**config.mk**
```make
export PLATFORM = sky130hd
export DESIGN_NAME = alfsr_addr_gen
export DESIGN_NICKNAME = d
export VERILOG_FILES = /design/src/rtl/alfsr_pkg.sv /design/src/rtl/alfsr_next_state.sv /design/src/rtl/alfsr_state_reg.sv /design/src/rtl/alfsr_terminal.sv /design/src/rtl/alfsr_addr_gen.sv
export SDC_FILE = /design/constraint.sdc
export NUM_CORES = 1
export LEC_CHECK = 0
export ABC_AREA = 0
export BUFFER_PORTS_ARGS = -buffer_cell sky130_fd_sc_hd__buf_2
export CORE_AREA = 4 4 41 43
export DETAILED_ROUTE_END_ITERATION = 6
export DIE_AREA = 0 0 45 47
export PLACE_DENSITY = 0.71
export SYNTH_ARGS = -nofsm -noshare
export SYNTH_HDL_FRONTEND = slang
export SYNTH_HIERARCHICAL = 1
export SYNTH_SLANG_ARGS = --single-unit
```
**constraint.sdc**
```tcl
create_clock -name clk -period 2 [get_ports clk]
set_input_delay 0.3 -clock clk [delete_from_list [all_inputs] [get_ports clk]]
set_output_delay 0.3 -clock clk [all_outputs]
set_load 0.005 [all_outputs]
```
**src/rtl/alfsr_pkg.sv**
```systemverilog
package alfsr_pkg;

  localparam int unsigned MAX_W = 16;
  typedef logic [MAX_W-1:0] word_t;

  // Exponents below W of a primitive polynomial x^W + ... + 1 (bit e = x^e).
  function automatic word_t poly_terms(int unsigned w);
    case (w)
      3:       return 16'h0005;
      4:       return 16'h0009;
      5:       return 16'h0009;
      6:       return 16'h0021;
      7:       return 16'h0041;
      8:       return 16'h0071;
      9:       return 16'h0021;
      10:      return 16'h0081;
      11:      return 16'h0201;
      12:      return 16'h0053;
      13:      return 16'h001B;
      14:      return 16'h002B;
      15:      return 16'h4001;
      default: return 16'hA011;
    endcase
  endfunction

  // Register bit positions that feed the XOR: term x^e maps to bit w-1-e.
  function automatic word_t tap_bits(int unsigned w);
    word_t e;
    word_t t;
    e = poly_terms(w);
    t = '0;
    for (int unsigned i = 0; i < MAX_W; i++)
      if (i < w && e[i]) t[w-1-i] = 1'b1;
    return t;
  endfunction

  // Mask covering bits w-2..0 (the bits that stay inside on an up shift).
  function automatic word_t low_mask(int unsigned w);
    word_t m;
    m = '0;
    for (int unsigned i = 0; i < MAX_W; i++)
      if (i + 1 < w) m[i] = 1'b1;
    return m;
  endfunction

  function automatic word_t full_mask(int unsigned w);
    word_t m;
    m = '0;
    for (int unsigned i = 0; i < MAX_W; i++)
      if (i < w) m[i] = 1'b1;
    return m;
  endfunction

  // Ascending step: shift toward MSB, new LSB from taps plus zero-detect.
  function automatic word_t step_up(word_t v, int unsigned w);
    word_t kept;
    logic  zero_rest;
    logic  fb;
    kept      = v & low_mask(w);
    zero_rest = (kept == '0);
    fb        = (^(v & tap_bits(w))) ^ zero_rest;
    return ((kept << 1) | word_t'(fb)) & full_mask(w);
  endfunction

  // Descending step: shift toward LSB, rebuild the dropped MSB.
  function automatic word_t step_down(word_t p, int unsigned w);
    word_t upper;
    logic  zero_rest;
    logic  top;
    upper     = (p >> 1) & low_mask(w);
    zero_rest = (upper == '0);
    top       = p[0] ^ (^(upper & tap_bits(w) & low_mask(w))) ^ zero_rest;
    return (upper | (word_t'(top) << (w - 1))) & full_mask(w);
  endfunction

endpackage

```
**src/rtl/alfsr_next_state.sv**
```systemverilog
module alfsr_next_state
  import alfsr_pkg::*;
#(
  parameter int unsigned W = 8
) (
  input  logic [W-1:0] cur,
  input  logic         dir_down,
  output logic [W-1:0] nxt_fwd,
  output logic [W-1:0] nxt_bwd,
  output logic [W-1:0] nxt
);
  word_t cur_w;

  always_comb begin
    cur_w   = '0;
    cur_w[W-1:0] = cur;
  end

  word_t fwd_w;
  word_t bwd_w;

  always_comb begin
    fwd_w = step_up(cur_w, W);
    bwd_w = step_down(cur_w, W);
  end

  assign nxt_fwd = fwd_w[W-1:0];
  assign nxt_bwd = bwd_w[W-1:0];
  assign nxt     = dir_down ? nxt_bwd : nxt_fwd;
endmodule

```
**src/rtl/alfsr_state_reg.sv**
```systemverilog
module alfsr_state_reg #(
  parameter int unsigned W    = 8,
  parameter logic [W-1:0] SEED = 1
) (
  input  logic         clk,
  input  logic         rst,
  input  logic         en,
  input  logic [W-1:0] nxt,
  output logic [W-1:0] q
);
  always_ff @(posedge clk) begin
    if (rst)     q <= SEED;
    else if (en) q <= nxt;
  end
endmodule

```
**src/rtl/alfsr_terminal.sv**
```systemverilog
module alfsr_terminal
  import alfsr_pkg::*;
#(
  parameter int unsigned W    = 8,
  parameter logic [W-1:0] SEED = 1
) (
  input  logic [W-1:0] cur,
  input  logic         dir_down,
  output logic         end_up,
  output logic         end_dn,
  output logic         last
);
  localparam word_t SEED_W  = word_t'(SEED);
  localparam word_t PRED_W  = step_down(SEED_W, W);
  localparam word_t SUCC_W  = step_up(SEED_W, W);
  localparam logic [W-1:0] SEED_PRED = PRED_W[W-1:0];
  localparam logic [W-1:0] SEED_SUCC = SUCC_W[W-1:0];

  assign end_up = (cur == SEED_PRED);
  assign end_dn = (cur == SEED_SUCC);
  assign last   = dir_down ? end_dn : end_up;
endmodule

```
**src/rtl/alfsr_addr_gen.sv**
```systemverilog
module alfsr_addr_gen #(
  parameter int unsigned W    = 8,
  parameter logic [W-1:0] SEED = 1
) (
  input  logic         clk,
  input  logic         rst,
  input  logic         en,
  input  logic         dir_down,
  output logic [W-1:0] addr,
  output logic         last
);
  logic [W-1:0] cur;
  logic [W-1:0] nxt;
  logic [W-1:0] nxt_fwd;
  logic [W-1:0] nxt_bwd;
  logic         end_up;
  logic         end_dn;

  alfsr_next_state #(.W(W)) u_next (
    .cur      (cur),
    .dir_down (dir_down),
    .nxt_fwd  (nxt_fwd),
    .nxt_bwd  (nxt_bwd),
    .nxt      (nxt)
  );

  alfsr_state_reg #(.W(W), .SEED(SEED)) u_reg (
    .clk (clk),
    .rst (rst),
    .en  (en),
    .nxt (nxt),
    .q   (cur)
  );

  alfsr_terminal #(.W(W), .SEED(SEED)) u_term (
    .cur      (cur),
    .dir_down (dir_down),
    .end_up   (end_up),
    .end_dn   (end_dn),
    .last     (last)
  );

  assign addr = cur;
endmodule

```
Word level (Yosys, flattened, before mapping)
Cells that the tools add are included.

word-level totals
  input bits = 4
  output and inout bits = 9
  word-level logic and storage cells = 14
  flip-flop bits (word level) = 8

cells by class
  bitwise logic cells = 5
  reductions and logical operators = 5
  multiplexer cells = 2
  equality and inequality tests = 1

operator list
  kind                                                 number
  logical NOT 16 bit                                   2
  XOR reduction 16 bit                                 2
  equality test 8 x 2 -> 1 bit, second input constant  1
  logical NOT 8 bit                                    1
  2-to-1 mux 8 bit                                     1
  bitwise OR 7 x 8 -> 8 bit                            1
  bitwise OR 8 x 1 -> 8 bit                            1
  XOR 1 bit                                            3
  2-to-1 mux 1 bit                                     1

Logic depth before layout (Yosys ltp)
Gate-level depths: netlist of the first run.

  word-level depth = 5
  gate-level depth with buffers = 7
  gate-level depth less buffers = 7

By module
The synthesis of the first run kept the hierarchy.

modules (own cells, without submodules)
  module            area an instance (um^2)  instances  cells an instance  sequential area each (um^2)
  alfsr_next_state  292.8                    1          41                 0.0
  alfsr_state_reg   290.3                    1          26                 160.2
  alfsr_terminal    50.0                     1          7                  0.0

Least setup slack after synthesis of the first run
OpenSTA, ideal clock, no wires.

  path kind = register -> register
  from = reg u_reg.q[3]
  to = reg u_reg.q[7]
  setup slack = 0.417 ns
  path buffers = 0
  stages on the path, launching flop included = 8
  setup time = 0.116 ns
  period minus slack after synthesis = 1.583 ns
  arrival time = 1.467 ns
  data required time = 1.884 ns
  path through = dfxtp_1 -> inv_1 -> ha_1 -> xor2_1 -> xnor2_1 -> mux2_2 -> mux2i_1 -> nor2_1

on the way
  longest elaborated chain between the ends = 5
  elaborated cells between the ends (all ways) = 6
  those cells by class = mux: 1; bitwise: 3; reduce/logical: 2

ends and longest elaborated chain
  item                         line                    RTL
  from (decl)                  alfsr_state_reg.sv:9    output logic [W-1:0] q
  from (signal assigned)       alfsr_state_reg.sv:13   else if (en) q <= nxt;
  XOR reduction 16 bit         alfsr_pkg.sv:72         top = p[0] ^ (^(upper & tap_bits(w) & low_mask(w))) ^ zero_rest;
  XOR 1 bit                    alfsr_pkg.sv:72
  XOR 1 bit *                  alfsr_pkg.sv:72
  bitwise OR 7 x 8 -> 8 bit *  alfsr_pkg.sv:73         return (upper | (word_t'(top) << (w - 1))) & full_mask(w);
  named net nxt_bwd[7]         alfsr_addr_gen.sv:15    logic [W-1:0] nxt_bwd;
  2-to-1 mux 8 bit *           alfsr_next_state.sv:29  assign nxt = dir_down ? nxt_bwd : nxt_fwd;
  named net nxt[7]             alfsr_addr_gen.sv:13    logic [W-1:0] nxt;

The timed path passes the listed nets; every way through them passes the cells marked *.
A chain may end at the register's enable or synchronous reset.

Worst setup path in the final report of the first run
  from = reg u_reg.q[7]
  to = out last

on the way
  longest elaborated chain between the ends = 2
  elaborated cells between the ends (all ways) = 3
  those cells by class = eq/ne: 1; mux: 1; reduce/logical: 1

ends and longest elaborated chain
  item                                                               line                                        RTL
  equality test 8 x 2 -> 1 bit or logical NOT 8 bit (tied branches)  alfsr_terminal.sv:20, alfsr_terminal.sv:19
  2-to-1 mux 1 bit *                                                 alfsr_terminal.sv:21                        assign last = dir_down ? end_dn : end_up;
  to (decl)                                                          alfsr_addr_gen.sv:10                        output logic last

Mark *: on every way between the ends. The rest lies on a longest branch, timed or not.

==> results of run 1 <==
[cell usage in the layout, fill, tap and decap left out, types with 2 or more instances in the layout]
| master | n |
|---|---|
| nor4_1 | 2 |
| xnor2_1 | 2 |
| inv_1 | 3 |
| nor2_1 | 7 |
| a21oi_1 | 2 |
| mux2_2 | 4 |
| o21ai_0 | 3 |
| clkbuf_4 | 3 |
| ha_1 | 2 |
| buf_2 | 12 |
| mux2i_1 | 7 |
| xor2_1 | 2 |
| nand2_1 | 3 |
| dfxtp_1 | 8 |
[power groups by stage]
stage	sequential, uW	clock [uW]	combinational [uW]
floorplan	176	0	52.6
global placement	178	0	65.0
detailed placement	178	0	66.2
CTS	175	130	66.3
global route	176	141	72.7
finish	175	121	65.2
[per-layer routing]
layer | up-vias | track usage (%) | part of all wire [%]
met5 | - | 0 | 0
met3 | 3 | 1.149 | 3.9
met2 | 12 | 17.51 | 45
met1 | 201 | 14.65 | 48
met4 | 0 | 10.53 | 2.9
li1 | 220 | - | -
[through the flow]
stage	hold WS [ps]	setup WS (ps)	cell area, sq um	cells	util (%)
4_1_cts	310.0	218.6	586.8	83	45.10
6_report	318.2	247.6	586.8	83	45.10
3_5_place_dp	561.6	347.4	564.3	80	43.37
3_3_place_gp	567.7	393.2	564.3	80	43.37
5_1_grt	318.6	168.9	586.8	83	45.10
2_1_floorplan	538.0	463.5	505.5	56	-
[how the worst max path moves through the flow]
| stage | depth (start not counted) | to | from | slack (ps) |
|---|---|---|---|---|
| 2_1_floorplan | 7 | u_reg/q[7] | u_reg/q[3] | 460 |
| 5_1_grt | 3 | last | u_reg/q[7] | 170 |
| 6_report | 3 | last | u_reg/q[7] | 250 |
| 4_1_cts | 3 | last | u_reg/q[7] | 220 |
| 3_5_place_dp | 7 | u_reg/q[7] | u_reg/q[3] | 350 |
| 3_3_place_gp | 7 | u_reg/q[7] | u_reg/q[3] | 390 |
[worst max-delay path, cell delays in order (launching register included)]
cell,delay [ps]
dfxtp_1,360
or4_4,550
nor3_2,170
buf_2,120
[final cells by class]
type | count | area [sq um]
Clock buffer | 3 | 22.52
Fill cell | 139 | 714.4
Inverter | 3 | 11.26
Multi-Input combinational cell | 42 | 314.1
Sequential cell | 8 | 160.2
Tap cell | 15 | 18.77
Timing Repair Buffer | 12 | 60.06
==> metrics, run 1 <==
outcome finished clean; Routed WL per cell roughly 12 um; Reg2Reg Depth 7; initial core utilization 38.85%; Clock power frac 33.5%; Top Registers u_reg/q x8; period utilization 87.62%; RSZ-0062 raised after global routing false; Residual DRC 0; CTS tree yes; Core Rows 13; post-route minimum period 1752 ps; antenna violations before repair 0; DRT iter0 DRCs 7; Setup Total Neg Slack 0 ps; DR vias/cell between 5 and 6; Nets 76; Pleak between 0.0002 and 0.0003 uW; routed via count approximately 440; post-route ant nets 0; Tot GR Track Use a little under an eighth; total grt overflow 0; Max VDD drop around 0.35 mV; sequential share of power around half; Post-CTS Resized 0; share of cells above drive strength 1 between 30% and 40%; Diodes inserted 0; net load switching power approximately 90 uW; die area about 2100 sq um; fmax ~570 MHz; # port buffers 12; Sw Share between 20% and 30%; Post-DP HPWL 773.3 um; Max Cap Viol 0; skew final ~3.3 ps; TritonCTS buffer count 3; max-slew violations 0; core area around 1300 sq um; htree depth 1; die height roughly 47 um; Critical Path Start Type register; routed wire length slightly above 1 mm; Tot Pwr roughly 360 uW; Post CTS Setup Buffer Count 0; Reg-to-Reg End u_reg/q[7]; Final Setup Violations 0; synthesized area 505.5 sq um; reg-to-reg slack, setup 350 ps; Least-Margin Pin Slew 265.1 ps; die width 45 um; drt pass-1 iters 3; Worst EP arrival approximately 1500 ps; Relative slew margins between 80 and 90%; Layout area overhead 16.09%; worst reg2reg path startpoint u_reg/q[3]; max reg flops 8; Syn. warnings 6; hold wc startpoint rst; final hold violations 0; WP data required ~1700 ps; Hold Path Class in -> reg; Internal roughly 270 uW; critical path class reg -> out; Gate power share between 10% and 20%; Clock Latency Late Sink around 250 ps; GPL Wtd Cong slightly below 0.8; vias in the first global route roughly 410; Min-Delay Endpoint u_reg/q[1]; largest net degree at the start of global routing 14; Clock Sink Count 8; cell count of the worst hold path 2; I/O pins 13; pwr/cell area 615.1 nW/um^2; clock root cell clkbuf_4; first-pass GRT wire length about 1.7 mm; clk buf depth 2; Crit Path Max Fanout 6; net count after synthesis slightly above 60; Post-CTS Hold Fix Bufs 0; Largest Register u_reg/q; Clock transition at path regs 50 ps; Cells after Synth 56; post-synthesis average cell area 9.027 sq um; Critical Path End Type output port
(Power assumes the default switching activity.)
==> run 2, diff against run 1 <==
- CORE_AREA: 4 4 41 43 -> not set
- CORE_MARGIN: not set -> 4
- CORE_UTILIZATION: not set -> 46
- DIE_AREA: 0 0 45 47 -> not set
- clock period: 2 -> 1.5 ns (I/O delays scaled with it)
==> run 2 against run 1 <==
  * The flow now finishes with violations (negative setup slack)
  * Design area increased by 20%
  * Global-route usage increased by 7.3 points
  * Flip-flop and latch count unchanged
  * Count of clock-buffer cells in the layout unchanged
  * Worst setup slack got worse by 360 ps
  * Cell count increased by 6.0%
  * First-iteration DRC count increased to 3.1 times the previous value
  * Sequential power increased by 29%
  * Die area decreased by 20%
  * Combinational power increased by 75%
  * Wire length increased by 30%
  * Clock power increased by 40%
  * Largest cell class unchanged
==> metrics, run 2 (synthesis gave the netlist of run 1 again) <==
antenna violations before repair 0 (unchanged); Final Setup Violations 2 (+2); Top Registers u_reg/q x8; I/O pins 13 (unchanged); routed wire length 1.327 mm (+30%); htree depth 1 (unchanged); Tot Pwr 510.3 uW (+41%); Hold Path Class in -> reg; die area 1693 sq um (-20%); DRT iter0 DRCs 22 (+15); max incr delay on CP 420 ps (-130 ps); final hold violations 0 (unchanged); critical path class reg -> out; Critical Path End Type output port; routed via count 481 (+10%); Nets 83 (+9.2%); Max VDD drop 0.4385 mV (+24%); max reg flops 8 (unchanged); crit-path cells buf_6 > or4_4 > nor3_2 > buf_2; outcome finished, violations left; drt pass-1 iters 4 (+1); Post-Layout Cell Count 88 (+6.0%); Relative slew margins 82.56% (+0.40 points); max-slew violations 0 (unchanged); CP bufs+invs 2 (+1); worst reg2reg path startpoint u_reg/q[3]; failing checks negative setup slack; Pleak 0.0003191 uW (+18%); multi-input logic area 365.4 sq um (+16%); Post-DP HPWL 785 um (+1.5%); commonest non-fill, non-tap cell in the layout buf_2; final hold slack 240.9 ps (-77.33 ps); Storage cell area 171.4 sq um (+7.0%); Largest Register u_reg/q; # port buffers 12 (unchanged); # fillers 72 (-48%); hold wc startpoint rst; total grt overflow 0 (unchanged); Routed WL per cell 15.08 um (+23%); clock root cell clkbuf_4; most frequent cells in the layout 12 x buf_2, 7 x mux2i_1, 7 x nor2_1; fin util 71.96% (+27 points); CTS tree yes; Post-CTS Hold Fix Bufs 0 (unchanged); Clock transition at path regs 60 ps (about the same); Critical Path Start Type register; Worst EP arrival 1390 ps (-60 ps); largest net degree at the start of global routing 14 (unchanged); first-pass GRT wire length 1.987 mm (+15%); DR vias/cell 5.466 (+4.1%); Max Cap Viol 0 (unchanged); Core Rows 11 (-2); post-route minimum period around 1600 ps; CP top delay family simple AND/OR/NAND/NOR gates; vias in the first global route 438 (+7.1%); Clock Latency Late Sink 260 ps (about the same); WP data required 1270 ps (-430 ps); Crit Path Max Fanout 2 (-4); clk buf depth 2 (unchanged); skew final 5.893 ps (+2.633 ps); GPL Wtd Cong 0.8167 (+3.8%); period utilization 107.7%; Final Cell Area 703.2 sq um (+20%); Clock Sink Count 8 (unchanged); share of cells above drive strength 1 54.67% (+22 points); core area 977.2 sq um (-25%); TritonCTS buffer count 3 (unchanged); pwr/cell area 725.7 nW/um^2 (+18%); Layout area overhead 39.11%; Diodes inserted 0 (unchanged); placed inst area 601.8 sq um (+6.7%); Residual DRC 0 (unchanged); fmax around 620 MHz; slowest CP cell or4_4; die width 41.15 um (-8.6%); Placed Instances 83 (+3.8%); RSZ-0062 raised after global routing true; Least-Margin Pin Slew 259.2 ps (-5.974 ps); crit path launch u_reg/q[3]; setup ws final -115.1 ps (-362.7 ps); initial core utilization 51.73% (+13 points); die height 41.15 um (-12%); post-route ant nets 0 (unchanged); Tot GR Track Use 18.90% (+7.3 points)
## run 2: cell count changes in the layout (fill, tap and decap cells not counted), moves of 2 or more
cell     before  now
ha_4          0    2
dfxtp_2       0    3
dfxtp_4       0    2
buf_4         0    6
dfxtp_1       8    3
ha_1          2    0
## run 2: area by class of cell
| cell class | instances | area share [%] |
|---|---|---|
| Clock buffer | 3 | 3.203 |
| Sequential cell | 8 | 24.38 |
| Inverter | 3 | 1.601 |
| Tap cell | 13 | 2.313 |
| Multi-Input combinational cell | 42 | 51.96 |
| Timing Repair Buffer | 19 | 16.55 |
## run 2: per-layer routing
metal	routed length [um]	track usage, %
met5	0	0
met3	135	4.891
met4	3	9.524
met2	628	31.27
met1	559	22.12
## run 2: path summary, 6_finish.rpt
path	to	slack, ps	cells past startpoint
max reg2reg	u_reg/q[7]	-60	7
min	u_reg/q[2]	240	2
min reg2reg	u_reg/q[2]	540	2
max	last	-120	4
## run 2: worst reg2reg max path, stage by stage, from the launching register on
cell     delay, ps
dfxtp_2        320
inv_1          150
ha_4           240
xor2_2         150
xnor2_1        130
mux2_2         260
mux2i_1        140
nor2_1          50
## run 2: per-stage QoR
| stage | setup TNS, ps | setup WS (ps) |
|---|---|---|
| global route | -326.9 | -162.8 |
| global placement | 0 | 23.19 |
| floorplan | 0 | 11.83 |
| detailed placement | 0 | 5.765 |
| CTS | -139.3 | -139.3 |
| finish | -170.5 | -115.1 |
## run 2: what timing repair did
item                       4_1_cts  5_1_grt
gates resized for setup          9        4
pin swaps                        4        1
cloned                           0        0
buffers inserted                 3        0
setup endpoints to repair        2        3
## run 2: report_power, final
| group | switching (uW) | internal [uW] | leakage [uW] |
|---|---|---|---|
| Combinational | 53.7 | 60.8 | 0.000237 |
| Sequential | 8.65 | 217 | 0.0000681 |
| Clock | 77.8 | 91.9 | 0.0000138 |
| Total | 140 | 370 | 0.000319 |
